## config.mk

```make
export PLATFORM = sky130hd
export DESIGN_NAME = fxp_round_unit
export DESIGN_NICKNAME = d
export VERILOG_FILES = /design/src/rtl/fxr_pkg.sv /design/src/rtl/fxr_decide.sv /design/src/rtl/fxr_incsat.sv /design/src/rtl/fxr_stage.sv /design/src/rtl/fxp_round_unit.sv
export SDC_FILE = /design/constraint.sdc
export NUM_CORES = 1
export LEC_CHECK = 0
export BUFFER_PORTS_ARGS = -buffer_cell sky130_fd_sc_hd__buf_4
export CORE_UTILIZATION = 35
export CTS_CLUSTER_DIAMETER = 30
export CTS_CLUSTER_SIZE = 24
export DETAILED_ROUTE_END_ITERATION = 7
export PLACE_DENSITY = 0.72
export SYNTH_ARGS = -nofsm -noshare
export SYNTH_HDL_FRONTEND = slang
export SYNTH_SLANG_ARGS = --single-unit
```

## constraint.sdc

```tcl
create_clock -name clk -period 2.02 [get_ports clk]
set_clock_uncertainty 0.2 [all_clocks]
set_input_delay 0.505 -clock clk [delete_from_list [all_inputs] [get_ports clk]]
set_output_delay 0.505 -clock clk [all_outputs]
set_load 0.01 [all_outputs]
```

## src/rtl/fxr_pkg.sv

```systemverilog
// Package: shared mode encoding for the rounding unit.
// Assumes the 3-bit mode bus; unlisted codes fall back to floor.
package fxr_pkg;
    typedef enum logic [2:0] {
        RM_FLOOR   = 3'd0,
        RM_CEIL    = 3'd1,
        RM_ZERO    = 3'd2,
        RM_ROUND   = 3'd3,
        RM_NEAREST = 3'd4,
        RM_CONV    = 3'd5
    } rmode_e;
endpackage

```

## src/rtl/fxr_decide.sv

```systemverilog
// Increment decision: from the fraction, the sign and the integer LSB,
// decides whether the integer field must be bumped by one.
// Assumes FRAC_W >= 1 and INT_W >= 1 (the degenerate cases are handled above).
module fxr_decide #(
    parameter int FRAC_W      = 4,
    parameter bit SIGNED_MODE = 1'b1
) (
    input  logic [FRAC_W-1:0] frac,
    input  logic              sign_bit,
    input  logic              int_lsb,
    input  logic [2:0]        mode,
    output logic              inc
);
    import fxr_pkg::*;

    logic frac_nz;
    logic top_bit;
    logic low_nz;
    logic neg;
    logic gt_half;
    logic eq_half;

    // Any bit below the top fraction bit set?
    generate
        if (FRAC_W > 1) begin : g_low
            assign low_nz = |frac[FRAC_W-2:0];
        end else begin : g_nolow
            assign low_nz = 1'b0;
        end
    endgenerate

    // Compare the fraction against one half without an adder.
    always_comb begin
        frac_nz = |frac;
        top_bit = frac[FRAC_W-1];
        neg     = SIGNED_MODE && sign_bit;
        gt_half = top_bit && low_nz;
        eq_half = top_bit && !low_nz;
    end

    // Select the increment rule for the requested mode.
    always_comb begin
        case (rmode_e'(mode))
            RM_CEIL:    inc = frac_nz;
            RM_ZERO:    inc = neg && frac_nz;
            RM_ROUND:   inc = top_bit;
            RM_NEAREST: inc = neg ? gt_half : top_bit;
            RM_CONV:    inc = gt_half || (eq_half && int_lsb);
            default:    inc = 1'b0;
        endcase
    end
endmodule

```

## src/rtl/fxr_incsat.sv

```systemverilog
// Saturating incrementer on the integer field: adds the decision bit,
// keeping the largest representable integer code instead of wrapping.
// Assumes INT_W >= 1.
module fxr_incsat #(
    parameter int INT_W       = 8,
    parameter bit SIGNED_MODE = 1'b1
) (
    input  logic [INT_W-1:0] int_in,
    input  logic             inc,
    output logic [INT_W-1:0] int_out
);
    localparam logic [INT_W-1:0] MAX_CODE = {INT_W{1'b1}} >> (SIGNED_MODE ? 1 : 0);

    // Bump unless already at the top code.
    always_comb begin
        if (inc && (int_in != MAX_CODE)) int_out = int_in + INT_W'(1);
        else                             int_out = int_in;
    end
endmodule

```

## src/rtl/fxr_stage.sv

```systemverilog
// Optional output register with valid; transparent when PIPELINE is 0.
// Data loads only with in_valid; valid clears on synchronous active-low reset.
module fxr_stage #(
    parameter int W        = 12,
    parameter bit PIPELINE = 1'b1
) (
    input  logic         clk,
    input  logic         rst_n,
    input  logic         in_valid,
    input  logic [W-1:0] d,
    output logic         out_valid,
    output logic [W-1:0] q
);
    generate
        if (PIPELINE) begin : g_reg
            // Track the valid bit one cycle behind the input.
            always_ff @(posedge clk) begin
                if (!rst_n) out_valid <= 1'b0;
                else        out_valid <= in_valid;
            end
            // Capture the rounded word on accepted operands only.
            always_ff @(posedge clk) begin
                if (in_valid) q <= d;
            end
        end else begin : g_wire
            assign out_valid = in_valid;
            assign q         = d;
        end
    endgenerate
endmodule

```

## src/rtl/fxp_round_unit.sv

```systemverilog
// Multi-mode fixed-point rounding unit.
// Operand layout: integer field in the top INT_W bits, fraction in the low
// FRAC_W bits. Result keeps the layout with a zero fraction. Formats with no
// fraction bits pass through; formats with no integer bits give zero.
module fxp_round_unit #(
    parameter int INT_W       = 8,
    parameter int FRAC_W      = 4,
    parameter bit SIGNED_MODE = 1'b1,
    parameter bit PIPELINE    = 1'b1,
    localparam int W          = INT_W + FRAC_W
) (
    input  logic         clk,
    input  logic         rst_n,
    input  logic         in_valid,
    input  logic [W-1:0] in_data,
    input  logic [2:0]   mode,
    output logic         out_valid,
    output logic [W-1:0] out_data
);
    logic [W-1:0] rounded;

    generate
        if (FRAC_W == 0) begin : g_nofrac
            assign rounded = in_data;
        end else if (INT_W == 0) begin : g_noint
            assign rounded = '0;
        end else begin : g_core
            logic [INT_W-1:0]  int_f;
            logic [FRAC_W-1:0] frac_f;
            logic [INT_W-1:0]  int_r;
            logic              bump;

            assign int_f  = in_data[W-1:FRAC_W];
            assign frac_f = in_data[FRAC_W-1:0];

            fxr_decide #(.FRAC_W(FRAC_W), .SIGNED_MODE(SIGNED_MODE)) u_decide (
                .frac     (frac_f),
                .sign_bit (int_f[INT_W-1]),
                .int_lsb  (int_f[0]),
                .mode     (mode),
                .inc      (bump)
            );

            fxr_incsat #(.INT_W(INT_W), .SIGNED_MODE(SIGNED_MODE)) u_incsat (
                .int_in  (int_f),
                .inc     (bump),
                .int_out (int_r)
            );

            assign rounded = {int_r, {FRAC_W{1'b0}}};
        end
    endgenerate

    fxr_stage #(.W(W), .PIPELINE(PIPELINE)) u_stage (
        .clk       (clk),
        .rst_n     (rst_n),
        .in_valid  (in_valid),
        .d         (rounded),
        .out_valid (out_valid),
        .q         (out_data)
    );
endmodule

```

==> metrics.md <==
| Metric | Value |
|---|---|
| RSZ-0062 raised after global routing | `yes` |
| Worst setup margin | `26.5 ps` |
| NumNets Final | `110` |
| DRT antenna net count | `0` |
| CORE AREA | `1370 um2` |
| Hold_buf cts | `0` |
| CP Class | `in -> reg` |
| Crit start category | `input pin` |
| HPWL after DPL | `928 um` |
| Worst Path Max Fanout | `7` |
| Fin crit period | `1990 ps` |
| CP required | `1820 ps` |
| Unique cell type count in the Yosys netlist | `21` |
| Initial Utilization | `39.2%` |
| First-pass GRT wire length | `1560 um` |
| Detailed Route Iter0 Violations | `3` |
| Initial antenna violation count | `0` |
| GRT overflow | `0` |
| Share of cells above drive strength 1 | `55.6%` |
| Register area share after synthesis | `48.6%` |
| Final TNS setup | `0 ps` |
| Vias | `491` |
| Vias/cell | `4.68` |
| Fillers | `115` |
| Row count | `13` |
| Die Y | `41.1 um` |
| TritonCTS clock tree | `done` |
| Postcts setup bufs | `0` |
| Yosys warning count | `0` |
| Worst VDD drop | `0.000266 V` |
| Crit share post-route | `98.7%` |
| Worst-path clk slew | `60 ps` |
| Synthesized area per cell | `10.9 um2` |
| DRC | `0` |
| CTS buffer count | `3` |
| Layout area overhead | `67.1%` |
| Pleak | `0.408 nW` |
| Post-Route WL | `1100 um` |
| GPL Wtd Cong | `0.802` |
| Synth Register Bits | `9` |
| CP startpoint | `mode[1]` |
| Sink Count | `9` |
| Fin. max-slew vios | `0` |
| Wire per inst | `10.5 um` |
| Max clock buf depth | `2` |
| Cell Area, Synth | `536 um2` |
| Worst Setup EP | `u_stage.q[9]$_DFFE_PP_` |
| Antenna cells | `0` |
| Maxcap violations | `0` |
| Die Area | `1690 um2` |
| Root buf cell | `clkbuf_4` |
| Worst min path class | `in -> reg` |
| Mapped Cells | `49` |
| Number of global-route vias before repair | `412` |
| P per Cell Area | `565 nW/um2` |
| Place WS | `-308 ps` |
| Largest net degree at the start of global routing | `10` |
| Endpoints failing setup | `0` |
| CP Data Arrival Time | `1790 ps` |
| Crit end category | `register` |
| GRT Overall Usage | `14.9%` |
| Port bufs | `26` |
| IO Pins | `31` |
| Run status | `finished, final reports clean` |
| Fmax | `502 MHz` |
| Die width | `41.1 um` |
| H-tree lvl count | `1` |
| Final count of hold timing violations | `0` |
| Drt pass-1 iters | `3` |
cell usage in the layout (no fill, tap or decap), types with 2 or more instances in the layout:
cell type	Yosys	final
buf_4	4	36
edfxtp_1	8	8
xor2_1	6	6
nand2_1	4	4
conb_1	1	4
nand3_1	3	3
nor3_1	3	3
clkbuf_4	0	3
and2_1	2	2
nor2_2	0	2
mux2_4	0	2
nor3b_1	2	2
buf_6	0	2
routing by layer:
layer | share of wire, % | global-route usage (%) | routed length [um]
met5 | 0 | 0 | 0
met4 | 3.4 | 14.5 | 38
met3 | 9.1 | 2.17 | 100
met2 | 50 | 26.6 | 556
met1 | 37 | 14.1 | 408
area by class of cell:
type	count	area, um2	area share [%]
multi-input combinational	39	297	33.1
timing repair buffer	38	293	32.7
sequential	9	260	29.1
clock buffer	4	26.3	2.94
tap	15	18.8	2.10
registers in the layout, summed over array words and instances (netlist names):
name,cells
u_stage.q,8
u_stage.out_valid,1
worst max-delay path, stage by stage:
cell and delay [ps]:
buf_6 90, or4b_4 520, o221ai_2 80, a22oi_2 140
nor4_1 350, xor2_1 110
power by group:
| part | switching (mW) | internal (mW) | total [mW] |
|---|---|---|---|
| clock network | 0.0610 | 0.0760 | 0.137 |
| logic | 0.0590 | 0.0806 | 0.140 |
| registers | 0.00491 | 0.224 | 0.229 |
cells in the mapped netlist:
cell type  number  area, um2
o221ai_1        1       8.76
dfxtp_1         1       20.0
o21bai_1        1       7.51
ha_1            1       12.5
nand2_1         4       15.0
buf_4           4       30.0
a22oi_2         1       12.5
and2_1          2       12.5
conb_1          1       3.75
edfxtp_1        8        240
nand3_1         3       15.0
or4b_1          1       10.0
a21oi_1         2       10.0
mux2_2          2       22.5
nor3_1          3       15.0
nor3b_1         2       15.0
xor2_1          6       52.6
nor4_1          2       12.5
nor2_1          2       7.51
and3_1          1       6.26
nand2b_1        1       6.26
per-stage QoR:
stage | total power [mW] | utilization, % | instance area [um2] | cells | hold slack, ps
after floorplan | 0.288 | - | 559 | 52 | 417
after global placement | 0.363 | 61.0 | 833 | 101 | 517
after detailed placement | 0.367 | 61.0 | 833 | 101 | 517
after CTS | 0.508 | 63.4 | 866 | 105 | 244
after global routing | 0.535 | 65.5 | 895 | 105 | 258
final | 0.505 | 65.5 | 895 | 105 | 250
kinds of logic after synthesis:
group | Yosys count | synth area share [%]
other | 1 | 0.700
AOI/OAI and AO/OA | 5 | 7.24
DFF | 9 | 48.6
and+or+nand+nor | 21 | 21.5
adders and majority gates | 1 | 2.34
muxes | 2 | 4.21
xor gates and xnor gates | 6 | 9.81
buffers and inverters | 4 | 5.61
how the worst min path moves through the flow:
stage / from / to / slack (ps) / depth (start not counted)
3_5_place_dp: rst_n / u_stage.out_valid$_SDFF_PN0_ / 520 / 2
4_1_cts: rst_n / u_stage.out_valid$_SDFF_PN0_ / 240 / 2
6_report: rst_n / u_stage.out_valid$_SDFF_PN0_ / 250 / 2
2_1_floorplan: in_valid / u_stage.q[10]$_DFFE_PP_ / 420 / 0
3_3_place_gp: rst_n / u_stage.out_valid$_SDFF_PN0_ / 520 / 2
5_1_grt: rst_n / u_stage.out_valid$_SDFF_PN0_ / 260 / 2
what timing repair did:
| action | in CTS | in global routing |
|---|---|---|
| gates resized for setup | 1 | 7 |
| pin swaps | 1 | 6 |
| setup endpoints to repair | 1 | 8 |
No activity file was read; power rests on OpenSTA's default activity.
